### src/rtl/dual_dac_front.sv
module dual_dac_front #(
  parameter int CODE_W      = 10,
  parameter int SYNC_STAGES = 2
) (
  input  logic              clk,
  input  logic              rst_n,
  input  logic              cs_n,
  input  logic              sclk,
  input  logic              sdi,
  output logic [CODE_W-1:0] dac_a,
  output logic [CODE_W-1:0] dac_b,
  output logic              fast_mode,
  output logic              pwr_down
);
  localparam int WORD_W = CODE_W + 6;
  localparam int CNT_W  = $clog2(WORD_W + 2);
  localparam logic [CNT_W-1:0] CNT_FULL = CNT_W'(WORD_W);
  localparam logic [CNT_W-1:0] CNT_OVER = CNT_W'(WORD_W + 1);

  logic [SYNC_STAGES-1:0] cs_sync, sclk_sync, sdi_sync;
  logic                   cs_d, sclk_d;
  logic [WORD_W-1:0]      shreg;
  logic [CNT_W-1:0]       cnt;
  logic [CODE_W-1:0]      dbuf_q, lat_a_q, lat_b_q;
  logic                   fast_q, active_q;

  logic cs_s, sclk_s, sdi_s;
  assign cs_s   = cs_sync[SYNC_STAGES-1];
  assign sclk_s = sclk_sync[SYNC_STAGES-1];
  assign sdi_s  = sdi_sync[SYNC_STAGES-1];

  logic shift_w, cs_fall_w, apply_w;
  assign shift_w   = sclk_d & ~sclk_s & ~cs_s;
  assign cs_fall_w = cs_d & ~cs_s;
  assign apply_w   = ~cs_d & cs_s & (cnt == CNT_FULL);

  logic              sel_a, spd, pwr_on, buf_only;
  logic [CODE_W-1:0] field;
  assign sel_a    = shreg[WORD_W-1];
  assign spd      = shreg[WORD_W-2];
  assign pwr_on   = shreg[WORD_W-3];
  assign buf_only = shreg[WORD_W-4];
  assign field    = shreg[CODE_W+1:2];

  logic unused_dc;
  assign unused_dc = ^shreg[1:0];

  always_ff @(posedge clk) begin
    if (!rst_n) begin
      cs_sync   <= '1;
      sclk_sync <= '0;
      sdi_sync  <= '0;
      cs_d      <= 1'b1;
      sclk_d    <= 1'b0;
    end else begin
      cs_sync   <= {cs_sync[SYNC_STAGES-2:0], cs_n};
      sclk_sync <= {sclk_sync[SYNC_STAGES-2:0], sclk};
      sdi_sync  <= {sdi_sync[SYNC_STAGES-2:0], sdi};
      cs_d      <= cs_s;
      sclk_d    <= sclk_s;
    end
  end

  always_ff @(posedge clk) begin
    if (!rst_n) begin
      shreg <= '0;
      cnt   <= '0;
    end else if (cs_fall_w) begin
      cnt <= '0;
    end else if (shift_w) begin
      shreg <= {shreg[WORD_W-2:0], sdi_s};
      if (cnt != CNT_OVER) cnt <= cnt + 1'b1;
    end
  end

  always_ff @(posedge clk) begin
    if (!rst_n) begin
      dbuf_q   <= '0;
      lat_a_q  <= '0;
      lat_b_q  <= '0;
      fast_q   <= 1'b0;
      active_q <= 1'b0;
    end else if (apply_w) begin
      fast_q   <= spd;
      active_q <= pwr_on;
      if (sel_a) begin
        lat_a_q <= field;
        lat_b_q <= dbuf_q;
      end else begin
        dbuf_q <= field;
        if (!buf_only) lat_b_q <= field;
      end
    end
  end

  assign dac_a     = lat_a_q;
  assign dac_b     = lat_b_q;
  assign fast_mode = fast_q;
  assign pwr_down  = ~active_q;
endmodule


### config.mk
export PLATFORM = sky130hd
export DESIGN_NAME = dual_dac_front
export DESIGN_NICKNAME = d
export VERILOG_FILES = /design/src/rtl/dual_dac_front.sv
export SDC_FILE = /design/constraint.sdc
export NUM_CORES = 1
export LEC_CHECK = 0
export BUFFER_PORTS_ARGS = -buffer_cell sky130_fd_sc_hd__buf_2
export CAP_MARGIN = 20
export CORE_AREA = 2 2 81 68
export DETAILED_ROUTE_END_ITERATION = 6
export DIE_AREA = 0 0 83 70
export PLACE_DENSITY = 0.78
export SYNTH_ARGS = -nofsm -noshare
export SYNTH_HDL_FRONTEND = slang
export SYNTH_SLANG_ARGS = --single-unit
### constraint.sdc
create_clock -name clk -period 1.45 [get_ports clk]
set_input_delay 0.145 -clock clk [delete_from_list [all_inputs] [get_ports clk]]
set_output_delay 0.145 -clock clk [all_outputs]
set_load 0.01 [all_outputs]
* Word level (Yosys, flattened, before mapping) *
Cells that the tools add are included.

operators by class
  muxes and demuxes = 2
  reductions and logical operators = 6
  bitwise logic cells = 12
  equality and inequality tests = 3
  $add $sub $neg = 1

operators by type and width
  cell                 count
  $mux 10              2
  $reduce_and 2->1     5
  $not 1->1            7
  $add 5x1->5 const B  1
  $and 1x1->1          5
  $eq 5x5->1 const B   1
  $ne 5x5->1 const B   1
  $ne 2x1->1 const B   1
  $reduce_or 2->1      1

word-level totals
  output and inout bits = 22
  input bits = 5
  register bits = 61

* Depth between registers and ports, before layout *
  word-level depth = 4
  mapped depth = 6
  gate-level depth less buffers = 5

* Worst setup path before layout *
Ideal clock, no wire load.

  path type = register -> register
  from = reg cnt[2]
  to = reg dbuf_q[9]
  data arrival time = 1.479 ns
  required time = 1.330 ns
  path slack = -0.149 ns
  setup time = 0.120 ns
  clock period less this slack = 1.599 ns
  stages on the path, launching flop included = 5
  path buffers = 1
  cell sequence = dfxtp_1 -> or3b_4 -> or4_4 -> buf_6 -> mux2i_1

between the ends
  longest elaborated chain between the ends = 3

ends and longest elaborated chain
  element                            RTL line  text
  start: declaration                 23        logic [CNT_W-1:0] cnt;
  start signal: assignment           72        if (cnt != CNT_OVER) cnt <= cnt + 1'b1;
  $eq 5x5->1                         35        assign apply_w = ~cs_d & cs_s & (cnt == CNT_FULL);
  $and 1x1->1                        35
  $reduce_and 2->1 (no source line)  n/a
  end signal: assignment             90        dbuf_q <= field;
  end: declaration                   24        logic [CODE_W-1:0] dbuf_q, lat_a_q, lat_b_q;

No other way between the ends.
A chain may end at the register's enable or synchronous reset.

* Worst setup path in the final report *
  from = reg cnt[2]
  to = reg lat_a_q[4] (netlist: dac_a[4])

between the ends
  longest elaborated chain between the ends = 3

ends and longest elaborated chain
  element                            RTL line  text
  $eq 5x5->1                         35
  $and 1x1->1                        35
  $reduce_and 2->1 (no source line)  n/a
  end signal: assignment             87        lat_a_q <= field;
  end: declaration                   24

No other way between the ends.

==> results.md <==
- Most frequent cells in the layout: 56 x sky130_fd_sc_hd__nand2_1, 56 x sky130_fd_sc_hd__dfxtp_1, 37 x sky130_fd_sc_hd__mux2i_1
- Setup ws final: -0.0823 ns
- Wire length of the first global-routing pass: 8290 µm
- Width of the die: 83 µm
- Final setup vio count: 22
- Height of the chip: 70 µm
- Highest fanout seen on the critical path: 8
- Fillcell total: 430
- Pin count of the biggest net entering global routing: 91
- Area after DPL: 2780 µm²
- Count of different cell masters after synthesis: 27
- Run status: finished, violations left
- Setup crit start kind: flip-flop
- CTS sink count: 61
- Area growth from synthesis to final layout: 25.4%
- Path type of the worst min-delay path: in2reg
- Via Count: 1881
- Antenna diode instance count: 0
- Area of all sequential standard cells: 1230 µm²
- Static leakage: 1.32 nW
- Cell Rows: 24
- Total iterations of the first detailed-routing run: 5
- Type of the worst setup path: reg2reg
- Via count of the first global-routing pass: 1827
- Slew @ Worst Pin: 0.388 ns
- Total gr overflow: 0
- Crit path launch: cnt[2]$_SDFFE_PP0P_
- Fraction of layout instances using a drive strength above 1: 31.0%
- Crit share post-route: 106%
- Combined area of the multi-input logic cells: 1210 µm²
- Arr. time, crit path: 1.79 ns
- Count of port buffers added during placement: 26
- Total routing resource utilization after global routing: 18.2%
- Maximum vdd drop: 0.712 mV
- Tightest slew margin relative to the limit: 74.1%
- Violation count after the first detailed-routing iteration: 68
- Number of antenna violations at the first check in global routing: 0
- Failing checks: setup timing
- Final design area excluding fillers: 3070 µm²
- Setup repair after global routing missed its margin: yes
- Clock insertion delay at the later pin of the skew report: 0.34 ns
- Pwr per Cell Area: 982 nW/µm²
- Starting density of the core: 47.8%
- Bufs on Longest Clock Path: 2
- Launch instance of the worst register-to-register path: cnt[2]$_SDFFE_PP0P_
- Final-stage net count: 314
- CTS H-Tree Depth: 3
- Worst setup EP type: flip-flop
- Total CTS buffers: 9
- Top cells by area in the synthesized netlist: sky130_fd_sc_hd__dfxtp_1 50%, sky130_fd_sc_hd__mux2i_1 15%, sky130_fd_sc_hd__nand2_1 8.7%
- Final Routed Wirelength: 4780 µm
- Clock tree from TritonCTS: built
- Shortest clock period the worst path allows after layout: 1.53 ns
- Full die area: 5810 µm²
- Number of enable flip-flop cells after synthesis: 0
- Root cell of the clock tree: sky130_fd_sc_hd__clkbuf_8
- Reg clk slew, reported paths: 0.06 ns
- Final RePlAce weighted congestion: 0.838
- Largest area contributor in the synthesized netlist: sky130_fd_sc_hd__dfxtp_1
- Fraction of the yosys area taken by sequential cells: 49.8%
- Count of state elements after synthesis: 61
- Yosys top cell area share: 49.8%
- Avg Inst Size Synth: 9.54 µm²
- Proportion of synthesized flip-flops having asynchronous set or reset: 0%
- DRC Markers: 0
- Total of warnings raised by yosys: 0
- Detailed-placement wirelength estimate: 3100 µm
- Post-Syn Area: 2450 µm²
- Clock skew: 0.00582 ns
- CP required: 1.71 ns
- Launch point of the worst hold path: sclk
- Max frequency: 653 MHz
- Number of max-slew violations in the final report: 0
- Total power: 3.02 mW
- Ys flop type: sky130_fd_sc_hd__dfxtp_1
- Post-synthesis net count: 265
- Count of maximum capacitance violations: 0
- Final routed wire length divided by cell count: 12.7 µm
- Mean number of vias per cell: 5.02
- Core region area: 5130 µm²
- I/O Pins: 27
- Hold violation count in the final report: 0
- Remaining number of nets flagged by the antenna check after routing: 0
- Number of cells produced by synthesis: 257
[cell usage after synthesis (3+ instances only)]
cell type / count
sky130_fd_sc_hd__mux2_2: 10
sky130_fd_sc_hd__inv_1: 5
sky130_fd_sc_hd__dfxtp_1: 61
sky130_fd_sc_hd__mux2i_1: 37
sky130_fd_sc_hd__ha_1: 3
sky130_fd_sc_hd__and2_1: 5
sky130_fd_sc_hd__nand2b_1: 4
sky130_fd_sc_hd__o21ai_0: 15
sky130_fd_sc_hd__clkbuf_1: 13
sky130_fd_sc_hd__nand2_1: 57
sky130_fd_sc_hd__buf_1: 3
sky130_fd_sc_hd__nand3b_1: 3
sky130_fd_sc_hd__nand3_1: 24
[what timing repair did]
item,4_1_cts,5_1_grt
pin swaps,2,2
endpoints found under the hold margin,1,0
gates resized for setup,10,8
hold buffers,1,0
endpoints found under the setup margin,23,40
setup buffers,7,0
gates cloned,1,0
[critical path, cell delays in order, from the launching register on]
cell                      delay (ns)
sky130_fd_sc_hd__dfxtp_2        0.32
sky130_fd_sc_hd__or3b_4         0.42
sky130_fd_sc_hd__nor4b_4        0.30
sky130_fd_sc_hd__buf_6          0.20
sky130_fd_sc_hd__mux2i_1        0.21
[state kept, by name, indices dropped and copies added, names as in the netlist]
name	cells
cs_sync	2
shreg	16
sclk_sync	2
sdi_sync	2
active_q	1
dbuf_q	10
cnt	5
dac_a	10
sclk_d	1
cs_d	1
dac_b	10
fast_mode	1
[area by class of cell]
| class | instances | area share, % |
|---|---|---|
| repair buffers | 55 | 12.3 |
| multi-input cells | 174 | 39.4 |
| well taps | 65 | 2.65 |
| flip-flops and latches | 61 | 39.9 |
| clock inverters | 2 | 0.326 |
| inverters | 5 | 0.611 |
| clock buffers | 13 | 4.84 |
[power breakdown]
| part | leakage (nW) | total, mW | switching (mW) | internal, mW |
|---|---|---|---|---|
| clock network | 0.0833 | 1.24 | 0.592 | 0.652 |
| registers | 0.494 | 1.69 | 0.00711 | 1.69 |
| logic | 0.745 | 0.0807 | 0.0493 | 0.0314 |
[kinds of logic after synthesis]
group,share of synthesized area [%]
buffers and inverters,3.88
adders and majority gates,1.53
AOI/OAI and AO/OA,3.93
muxes,19.7
DFF,49.8
and+or+nand+nor,21.2
[final timing paths]
| check | to | cells after the start | slack, ns |
|---|---|---|---|
| worst max-delay path | dac_a[4]$_SDFFE_PN0P_ | 4 | -0.08 |
| worst min-delay path | sclk_sync[0]$_SDFF_PN0_ | 2 | 0.02 |
| worst max register to register | dac_a[4]$_SDFFE_PN0P_ | 4 | -0.08 |
| worst min register to register | cs_sync[1]$_SDFF_PN1_ | 1 | 0.41 |
[routing by layer]
metal / wire [µm] / share of wire (%) / GRT usage, %
met1: 2460 / 51 / 23.7
met2: 2020 / 42 / 27.3
met3: 220 / 4.6 / 6.50
met4: 86 / 1.8 / 8.20
met5: 0 / 0 / 0
[per-stage QoR]
stage                     hold WS (ns)  cells  util, %  TNS [ns]  setup WS [ns]
after floorplan                  0.246    257        -    -0.831        -0.0688
after global placement           0.326    352     54.2     -1.08        -0.0670
after detailed placement         0.331    352     54.2     -1.65         -0.140
after CTS                     0.000890    376     59.4     -1.13         -0.103
after global routing           0.00212    375     59.9     -2.30         -0.175
final                           0.0152    375     59.9     -1.02        -0.0823
Note: power is estimated with default switching activity, not from simulation.
